## src/rtl/strobe_train_pkg.sv

```systemverilog
`timescale 1ns/1ps
package strobe_train_pkg;
   localparam int PAT_LEN = 8;
   localparam int IDX_W   = 3;

   typedef enum logic [2:0] {
      ST_IDLE,
      ST_PREP,
      ST_READ,
      ST_FINAL,
      ST_DONE
   } st_e;

   typedef enum logic {
      PH_SEEK,
      PH_HOLD
   } ph_e;
endpackage

```

## src/rtl/strobe_pat_gen.sv

```systemverilog
`timescale 1ns/1ps
module strobe_pat_gen #(
   parameter int IDX_W = 3
) (
   input  logic [IDX_W-1:0] idx_i,
   output logic [7:0]       byte_o
);
   logic [7:0] odd;
   always_comb begin
      odd = 8'({idx_i, 1'b0}) - 8'd1;
      if (idx_i == '0) byte_o = 8'hFE;
      else             byte_o = odd * 8'h11;
   end
endmodule

```

## src/rtl/strobe_dly_bank.sv

```systemverilog
`timescale 1ns/1ps
module strobe_dly_bank #(
   parameter int LANES  = 2,
   parameter int DLY_W  = 5,
   parameter int LANE_W = 1
) (
   input  logic                   clk,
   input  logic                   rst_n,
   input  logic                   clr_i,
   input  logic                   ld_i,
   input  logic [LANE_W-1:0]      ld_lane_i,
   input  logic [DLY_W-1:0]       ld_val_i,
   output logic [LANES*DLY_W-1:0] dly_o
);
   for (genvar g = 0; g < LANES; g++) begin : g_lane
      always_ff @(posedge clk or negedge rst_n) begin
         if (!rst_n)
            dly_o[g*DLY_W +: DLY_W] <= '0;
         else if (clr_i)
            dly_o[g*DLY_W +: DLY_W] <= '0;
         else if (ld_i && ld_lane_i == LANE_W'(g))
            dly_o[g*DLY_W +: DLY_W] <= ld_val_i;
      end
   end
endmodule

```

## src/rtl/strobe_retry_ctr.sv

```systemverilog
`timescale 1ns/1ps
module strobe_retry_ctr #(
   parameter int LIMIT = 255
) (
   input  logic clk,
   input  logic rst_n,
   input  logic clr_i,
   input  logic inc_i,
   output logic at_lim_o
);
   localparam int CNT_W = $clog2(LIMIT + 1);
   logic [CNT_W-1:0] cnt;

   always_ff @(posedge clk or negedge rst_n) begin
      if (!rst_n)                  cnt <= '0;
      else if (clr_i)              cnt <= '0;
      else if (inc_i && !at_lim_o) cnt <= cnt + 1'b1;
   end
   assign at_lim_o = (cnt == CNT_W'(LIMIT));
endmodule

```

## src/rtl/strobe_train.sv

```systemverilog
`timescale 1ns/1ps
module strobe_train
   import strobe_train_pkg::*;
#(
   parameter int LANES     = 2,
   parameter int DLY_W     = 5,
   parameter int RETRY_MAX = 255,
   localparam int LANE_W   = (LANES > 1) ? $clog2(LANES) : 1
) (
   input  logic                   clk,
   input  logic                   rst_n,
   input  logic                   start_i,
   output logic                   rd_req_o,
   output logic [LANE_W-1:0]      rd_lane_o,
   output logic [IDX_W-1:0]       rd_idx_o,
   input  logic                   rd_vld_i,
   input  logic [7:0]             rd_data_i,
   input  logic                   rd_masked_i,
   input  logic                   rd_dummy_i,
   output logic                   fifo_rst_o,
   output logic                   stat_clr_o,
   output logic [LANES*DLY_W-1:0] dly_o,
   output logic                   done_o,
   output logic                   ok_o,
   output logic                   err_o
);
   localparam logic [DLY_W-1:0]  DLY_MAX  = {DLY_W{1'b1}};
   localparam logic [LANE_W-1:0] LANE_TOP = LANE_W'(LANES - 1);
   localparam logic [IDX_W-1:0]  IDX_TOP  = IDX_W'(PAT_LEN - 1);

   if (LANES < 1 || LANES > 16) begin : g_bad_lanes
      $error("strobe_train: LANES out of range");
   end
   if (DLY_W < 2 || DLY_W > 8) begin : g_bad_dly
      $error("strobe_train: DLY_W out of range");
   end
   if (RETRY_MAX < 1) begin : g_bad_retry
      $error("strobe_train: RETRY_MAX must be positive");
   end

   st_e               st;
   ph_e               ph;
   logic [LANE_W-1:0] lane;
   logic [IDX_W-1:0]  idx;
   logic [DLY_W-1:0]  win_start;
   logic              ok_r, err_r;

   logic [7:0]        exp_byte;
   logic [DLY_W-1:0]  cur_dly, half_span, ld_val;
   logic              ld, accept, resp, noisy, hit, last, at_max, at_lim;

   strobe_pat_gen #(.IDX_W(IDX_W)) u_pat (
      .idx_i (idx),
      .byte_o(exp_byte)
   );

   strobe_dly_bank #(.LANES(LANES), .DLY_W(DLY_W), .LANE_W(LANE_W)) u_bank (
      .clk      (clk),
      .rst_n    (rst_n),
      .clr_i    (accept),
      .ld_i     (ld),
      .ld_lane_i(lane),
      .ld_val_i (ld_val),
      .dly_o    (dly_o)
   );

   strobe_retry_ctr #(.LIMIT(RETRY_MAX)) u_retry (
      .clk     (clk),
      .rst_n   (rst_n),
      .clr_i   (accept || (resp && !noisy)),
      .inc_i   (resp && noisy),
      .at_lim_o(at_lim)
   );

   always_comb begin
      accept    = start_i && (st == ST_IDLE || st == ST_DONE);
      resp      = (st == ST_READ) && rd_vld_i;
      noisy     = rd_masked_i || rd_dummy_i;
      hit       = (rd_data_i == exp_byte);
      last      = (idx == IDX_TOP);
      cur_dly   = dly_o[lane*DLY_W +: DLY_W];
      at_max    = (cur_dly == DLY_MAX);
      half_span = (cur_dly - win_start) >> 1;
      ld        = 1'b0;
      ld_val    = cur_dly + 1'b1;
      if (resp && !noisy && !at_max) begin
         if (!hit && ph == PH_SEEK)           ld = 1'b1;
         if (hit && last && ph == PH_HOLD)    ld = 1'b1;
      end
      if (st == ST_FINAL) begin
         ld     = 1'b1;
         ld_val = win_start + half_span;
      end
   end

   always_ff @(posedge clk or negedge rst_n) begin
      if (!rst_n) begin
         st        <= ST_IDLE;
         ph        <= PH_SEEK;
         lane      <= '0;
         idx       <= '0;
         win_start <= '0;
         ok_r      <= 1'b0;
         err_r     <= 1'b0;
      end else begin
         case (st)
            ST_IDLE, ST_DONE: if (accept) begin
               st    <= ST_PREP;
               ph    <= PH_SEEK;
               lane  <= '0;
               idx   <= '0;
               ok_r  <= 1'b0;
               err_r <= 1'b0;
            end
            ST_PREP: st <= ST_READ;
            ST_READ: if (rd_vld_i) begin
               if (noisy) begin
                  if (at_lim) begin err_r <= 1'b1; st <= ST_DONE; end
                  else st <= ST_PREP;
               end else if (!hit) begin
                  if (ph == PH_HOLD) st <= ST_FINAL;
                  else if (at_max) begin err_r <= 1'b1; st <= ST_DONE; end
                  else begin idx <= '0; st <= ST_PREP; end
               end else if (!last) begin
                  idx <= idx + 1'b1;
                  st  <= ST_PREP;
               end else if (ph == PH_SEEK) begin
                  win_start <= cur_dly;
                  ph        <= PH_HOLD;
                  idx       <= '0;
                  st        <= ST_PREP;
               end else if (at_max) begin
                  err_r <= 1'b1;
                  st    <= ST_DONE;
               end else begin
                  idx <= '0;
                  st  <= ST_PREP;
               end
            end
            ST_FINAL: begin
               if (lane == LANE_TOP) begin
                  ok_r <= 1'b1;
                  st   <= ST_DONE;
               end else begin
                  lane <= lane + 1'b1;
                  ph   <= PH_SEEK;
                  idx  <= '0;
                  st   <= ST_PREP;
               end
            end
            default: st <= ST_IDLE;
         endcase
      end
   end

   assign rd_req_o   = (st == ST_READ);
   assign rd_lane_o  = lane;
   assign rd_idx_o   = idx;
   assign fifo_rst_o = (st == ST_PREP) || (st == ST_FINAL);
   assign stat_clr_o = (st == ST_PREP);
   assign done_o     = (st == ST_DONE);
   assign ok_o       = ok_r;
   assign err_o      = err_r;
endmodule

```

## config.mk

```make
export PLATFORM = sky130hd
export DESIGN_NAME = strobe_train
export DESIGN_NICKNAME = d
export VERILOG_FILES = /design/src/rtl/strobe_train_pkg.sv /design/src/rtl/strobe_pat_gen.sv /design/src/rtl/strobe_dly_bank.sv /design/src/rtl/strobe_retry_ctr.sv /design/src/rtl/strobe_train.sv
export SDC_FILE = /design/constraint.sdc
export NUM_CORES = 1
export LEC_CHECK = 0
export BUFFER_PORTS_ARGS = -buffer_cell sky130_fd_sc_hd__buf_2
export CORE_ASPECT_RATIO = 1.2
export CORE_MARGIN = 8
export CORE_UTILIZATION = 55
export CTS_CLUSTER_DIAMETER = 50
export DETAILED_ROUTE_END_ITERATION = 12
export MAX_ROUTING_LAYER = met4
export PLACE_DENSITY = 0.77
export SETUP_SLACK_MARGIN = 0.05
export SLEW_MARGIN = 10
export SYNTH_ARGS = -nofsm -noshare
export SYNTH_HDL_FRONTEND = slang
export SYNTH_HIERARCHICAL = 1
export SYNTH_SLANG_ARGS = --single-unit
```

## constraint.sdc

```tcl
create_clock -name clk -period 4.4 [get_ports clk]
set_input_delay 0.44 -clock clk [delete_from_list [all_inputs] [get_ports clk]]
set_output_delay 0.44 -clock clk [all_outputs]
set_load 0.05 [all_outputs]
```

[After elaboration in Yosys (flattened, before gate mapping)]
Index checks and enable logic that the tools add are counted.
W data, S select, Z words.
Operators by class
  add/sub/neg operators: 7
  multipliers: 2
  div/mod/pow operators: 0
  magnitude comparators: 0
  equality and inequality tests: 20
  shift-type cells: 1
  muxes and demuxes: 53
  bitwise operators: 3
  reductions and logical operators: 35
Operators with widths (count)
  $mux W3: 19
  $mux W5: 5
  $mux W8: 3
  $mux W1: 20
  $reduce_and A7 Y1: 2
  $pmux W3 S4: 1
  $reduce_and A6 Y1: 2
  $logic_and A1 B1 Y1: 11
  $reduce_bool A2 Y1: 5
  $shiftx A10 B5 Y5: 1
  $pmux W3 S3: 1
  $add A8 B1 Y8 const B: 1
  $eq A8 B8 Y1: 1
  $eq A8 B8 Y1 const B: 1
  $mul A8 B5 Y8 const B: 1
  $ne A2 B2 Y1 const B: 4
  $eq A3 B2 Y1 const B: 2
  $eq A3 B3 Y1 const B: 2
  $logic_not A3 Y1: 2
  $ne A2 B1 Y1 const B: 3
  $ne A3 B2 Y1 const B: 2
  $pmux W1 S2: 3
  $add A5 B1 Y5 const B: 1
  $add A5 B4 Y5: 1
  18 further kinds: 27
Storage, ports and cells
  register bits: 33
  latch bits: 0
  RAM bits: 0
  memory bits (read-only): 0
  output and inout port bits: 20
  logic and storage cells: 131
  memories: 0

[Logic depth before layout (Yosys ltp)]
  depth in word-level cells: 13
  gate-level depth with buffers: 15
  mapped depth without buffers: 15

[Modules after synthesis]
The synthesis kept the hierarchy.
Modules (own cells, without submodules)
  strobe_train: times used 1, cells an instance 146, area each 1313.8 µm², seq. area each 375.4 µm²
  strobe_dly_bank: times used 1, cells an instance 40, area each 481.7 µm², seq. area each 250.2 µm²
  strobe_retry_ctr: times used 1, cells an instance 47, area each 469.2 µm², seq. area each 200.2 µm²
  strobe_pat_gen: times used 1, cells an instance 20, area each 142.6 µm², seq. area each 0.0 µm²

[Worst setup path before layout]
No wires, ideal clock.
  kind: flip-flop to flip-flop
  start point: reg idx[0], in the netlist rd_idx_o[0]
  end point: reg win_start[4]
  arrival: 3388 ps
  data required time: 4275 ps
  setup slack: 887 ps
  stages on the path, launching flop included: 13
  path buffers: 1
  period minus slack after synthesis: 3513 ps
  cells stage by stage: dfrtp_1 > inv_1 > ha_1 > xnor2_1 > ha_1 > xnor2_1 > o31ai_1 > xor2_1 > nor4_1 > nand2_1 > or4_4 > buf_6 > mux2_4
On the way
  word-level cells in the longest chain between the ends: 5
Ends and longest elaborated chain
  from (decl): RTL line strobe_train.sv:44  | logic [IDX_W-1:0] idx;
  from (signal assigned): RTL line strobe_train.sv:125  | idx <= idx + 1'b1;
  $sub A4 B1 Y5: RTL line strobe_pat_gen.sv:10  | odd = 8'({idx_i, 1'b0}) - 8'd1;
  $mul A8 B5 Y8: RTL line strobe_pat_gen.sv:12  | else byte_o = odd * 8'h11;
  $mux W8 *: RTL line strobe_pat_gen.sv:11  | if (idx_i == '0) byte_o = 8'hFE;
  net exp_byte[7]: RTL line strobe_train.sv:48  | logic [7:0] exp_byte;
  $eq A8 B8 Y1 *: RTL line strobe_train.sv:79  | hit = (rd_data_i == exp_byte);
  $reduce_and A6 Y1 (no source line) *
  to (signal assigned): RTL line strobe_train.sv:128  | win_start <= cur_dly;
  to (decl): RTL line strobe_train.sv:45  | logic [DLY_W-1:0] win_start;
The timed path passes the listed nets; every way through them passes the cells marked *.
A chain may end at the register's enable or synchronous reset.

[Worst setup path in the final report]
  start point: reg idx[0], in the netlist rd_idx_o[0]
  end point: reg u_bank.dly_o[5]
On the way
  word-level cells in the longest chain between the ends: 12
Ends and longest elaborated chain
  $sub A4 B1 Y5: RTL line strobe_pat_gen.sv:10
  $mul A8 B5 Y8: RTL line strobe_pat_gen.sv:12
  $mux W8 *: RTL line strobe_pat_gen.sv:11
  net exp_byte[7]: RTL line strobe_train.sv:48
  $eq A8 B8 Y1 *: RTL line strobe_train.sv:79
  $logic_not A1 Y1
  $logic_and A1 B1 Y1: RTL line strobe_train.sv:87  | if (!hit && ph == PH_SEEK) ld = 1'b1;
  $mux W1: RTL line strobe_train.sv:87
  $mux W1 *: RTL line strobe_train.sv:88  | if (hit && last && ph == PH_HOLD) ld = 1'b1;
  $mux W1 *: RTL line strobe_train.sv:86  | if (resp && !noisy && !at_max) begin
  $mux W1 *: RTL line strobe_train.sv:90  | if (st == ST_FINAL) begin
  net ld: RTL line strobe_train.sv:50  | logic ld, accept, resp, noisy, hit, last, at_max, at_lim;
  $logic_and A1 B1 Y1 *: RTL line strobe_dly_bank.sv:21  | else if (ld_i && ld_lane_i == LANE_W'(g))
  $reduce_bool A2 Y1 (no source line) *
  to (signal, indexed assignment): RTL line strobe_dly_bank.sv:22  | dly_o[g*DLY_W +: DLY_W] <= ld_val_i;
  to (decl): RTL line strobe_dly_bank.sv:13  | output logic [LANES*DLY_W-1:0] dly_o
Marked as above.

==> qor.yml <==
ir_drop_uv: 251.0
fp.dieH_um: 88.48
drtIter0Drc: 103
die_w_um: 76.40
syn_nets: 285
port_buffers: 33
initial_core_util: 0.5692
tightest_slew_ns: 0.7239
criticalPathCategory: "flop to flop"
grt_pass1_wl_um: 8818
hold_viol_final: 0
ys_types: 50
critPathRequiredTime_ns: 4.61
worst_hold_slack_ns: 0.2017
cts_tree: "done"
n_antenna_cell: 0
maxSlewViolCount: 0
period_share: 0.7687
seq_area_frac_synth: 0.3430
path_buf_inv: 1
htree_levels: 2
clockBufferDepth: 2
drc: 0
arrival_ns: 3.59
cts_made_buffers: 5
layout-drive-gt1-share: 0.2145
setup_violations: 0
ys_top_cells_by_area: "dfrtp_1, ha_1, mux2i_1, nand2b_1, nand2_1"
core-area_mm2: 0.004229
yosys.area.top_type: "dfrtp_1"
nFillCells: 354
viasPerCell: 5.655
worst_clock_skew_ns: 0.01175
antenna_left: 0
clk_latency_ns: 0.29
status: "finished, final reports clean"
synthesis.area_mm2: 0.002407
ys_seq_elements: 33
slowest_stage: "dfrtp_1"
io_pins: 34
relSlewSlack: 0.5174
synthArstFlopShare: 1.000
cts-hold-fix-buffers: 0
synth_top_flop_cell: "dfrtp_1"
grt_usage: 0.1640
finalSetupTns_ns: 0
cts_setup_buffers: 0
placed_area_mm2: 0.002605
clkTransAtPathRegs_ns: 0.08
worstPathCellList: "inv_1 -> ha_1 -> xnor2_1 -> ha_1 -> xnor2_1 -> o31ai_1 -> xor2_1 -> nor4_1 -> nand2_1 -> mux2i_1 -> nand2_1 -> nand2_1 -> and2_1 -> mux2i_1"
crit_path_max_fanout: 7
min_path_type: "primary input to async pin"
ys_warn_count: 6
wl_um: 5128
cts_resized: 0
grt_pass1_vias: 1925
cpLargestDelayFamily: "simple AND/OR/NAND/NOR gates"
critPathLaunchType: "flop"
timing.fmax_ghz: 0.2957
p_leak_nw: 1.344
syn_inst: 253
antenna_found_initial: 0
synth.avg_cell_area_um2: 9.515
vias: 1951
rsz0062_at_grt: "false"
syn2layout_area_growth_pct: 13.05
die-area_mm2: 0.006759
cts.sinks: 33
synth_top_area_frac: 0.3430
post-dp-hpwl_um: 3849
dr.pass1.iters: 4
synthTopCellsByCount: "dfrtp_1, nand2_1, nand2b_1"
path_common_cell: "nand2_1"
fin_area_mm2: 0.002721
cts-root-buf: "clkbuf_8"
end_kind: "flop"
synth_edf_count: 0
placementRows: 26
wire_per_inst_um: 14.86
grt_max_degree: 34
power_mw: 1.527
min_period_ns: 3.382
gp_routability_congestion: 0.8580
max_cap_viol_count: 0
critPathMaxStageDelay_ns: 0.46
power.density_mw_per_mm2: 561.3
yosysMostFrequentCell: "dfrtp_1"
overflow: 0
nets: 320
[metal layers]
metal	part of all wire	up-vias	wire, µm	track usage
li1	-	962	-	-
met1	0.44	940	2264	0.1746
met2	0.49	39	2530	0.2839
met3	0.046	10	235	0.04573
met4	0.019	0	97	0.06830
met5	0	-	0	-
[worst register-to-register path, delay by kind of cell, from the launching register on]
kind            cells  cell delay (ns)
xor+xnor            3             0.40
mux                 2             0.51
compound gates      1             0.27
buf+inv             1             0.09
simple gates        5             1.03
flops               1             0.46
fa+ha+maj           2             0.56
[state kept, by name, summed over array words and instances, names as in the netlist]
| name | cells |
|---|---|
| ph | 1 |
| ok_o | 1 |
| u_bank/dly_o | 10 |
| win_start | 5 |
| u_retry/cnt | 8 |
| rd_idx_o | 3 |
| err_o | 1 |
| st | 3 |
| rd_lane_o | 1 |
[where the power goes]
group          leakage, nW  internal, mW  switching (mW)  total (mW)
sequential           0.435         0.362          0.0687       0.431
clock               0.0585         0.185           0.116       0.301
combinational        0.850         0.285           0.511       0.795
total                 1.34         0.832           0.696        1.53
[layout by cell type (no fill, tap or decap), types with 8 or more instances in the layout]
master,n
xnor2_1,8
ha_1,16
inv_1,11
nand2_1,26
nand2b_1,22
buf_2,33
mux2i_1,14
mux2_2,8
dfrtp_1,33
xor2_1,11
nor2_1,9
a21oi_1,15
[cell families (layout without fill, tap and decap cells)]
kind of cell	count (synthesis)	count (layout)	synth area share
XOR/XNOR	19	19	0.06913
buffers and inverters	17	53	0.03430
multiplexers	24	24	0.1081
adder cells (fa/ha/maj)	18	18	0.09979
AND/OR/NAND/NOR	97	97	0.2282
flip-flops	33	33	0.3430
AO/OA/AOI/OAI	45	45	0.1175
[path summary, 6_finish.rpt]
check | startpoint | endpoint | slack, ns | depth (start not counted)
worst max-delay path | rd_idx_o[0]$_DFFE_PN0P_ | u_bank/dly_o[5]$_DFFE_PN0P_ | 1.02 | 14
worst min-delay path | rst_n | win_start[3]$_DFFE_PN0P_ | 0.20 | 1
worst max register to register | rd_idx_o[0]$_DFFE_PN0P_ | u_bank/dly_o[5]$_DFFE_PN0P_ | 1.02 | 14
worst min register to register | ok_o$_DFFE_PN0P_ | ok_o$_DFFE_PN0P_ | 0.48 | 2
max in group asynchronous | rst_n | rd_idx_o[1]$_DFFE_PN0P_ | 3.73 | 1
min in group clk | start_i | st[2]$_DFFE_PN0P_ | 0.47 | 3
[metrics by stage]
stage | setup slack, ns | utilization | std cells
after floorplan | 0.8866 | - | 253
after global placement | 1.120 | 0.6160 | 337
after detailed placement | 1.051 | 0.6160 | 337
after CTS | 1.036 | 0.6435 | 345
after global routing | 0.5832 | 0.6435 | 345
final | 1.018 | 0.6435 | 345
[layout make-up]
type,instances,area (µm²),share of cell area
multi-input cells,203,1499,0.5508
flip-flops and latches,33,825.8,0.3034
repair buffers,33,165.2,0.06069
clock buffers,7,86.33,0.03172
well taps,56,70.07,0.02575
inverters,12,45.04,0.01655
clock inverters,1,30.03,0.01103
No activity file was read; power rests on OpenSTA's default activity.
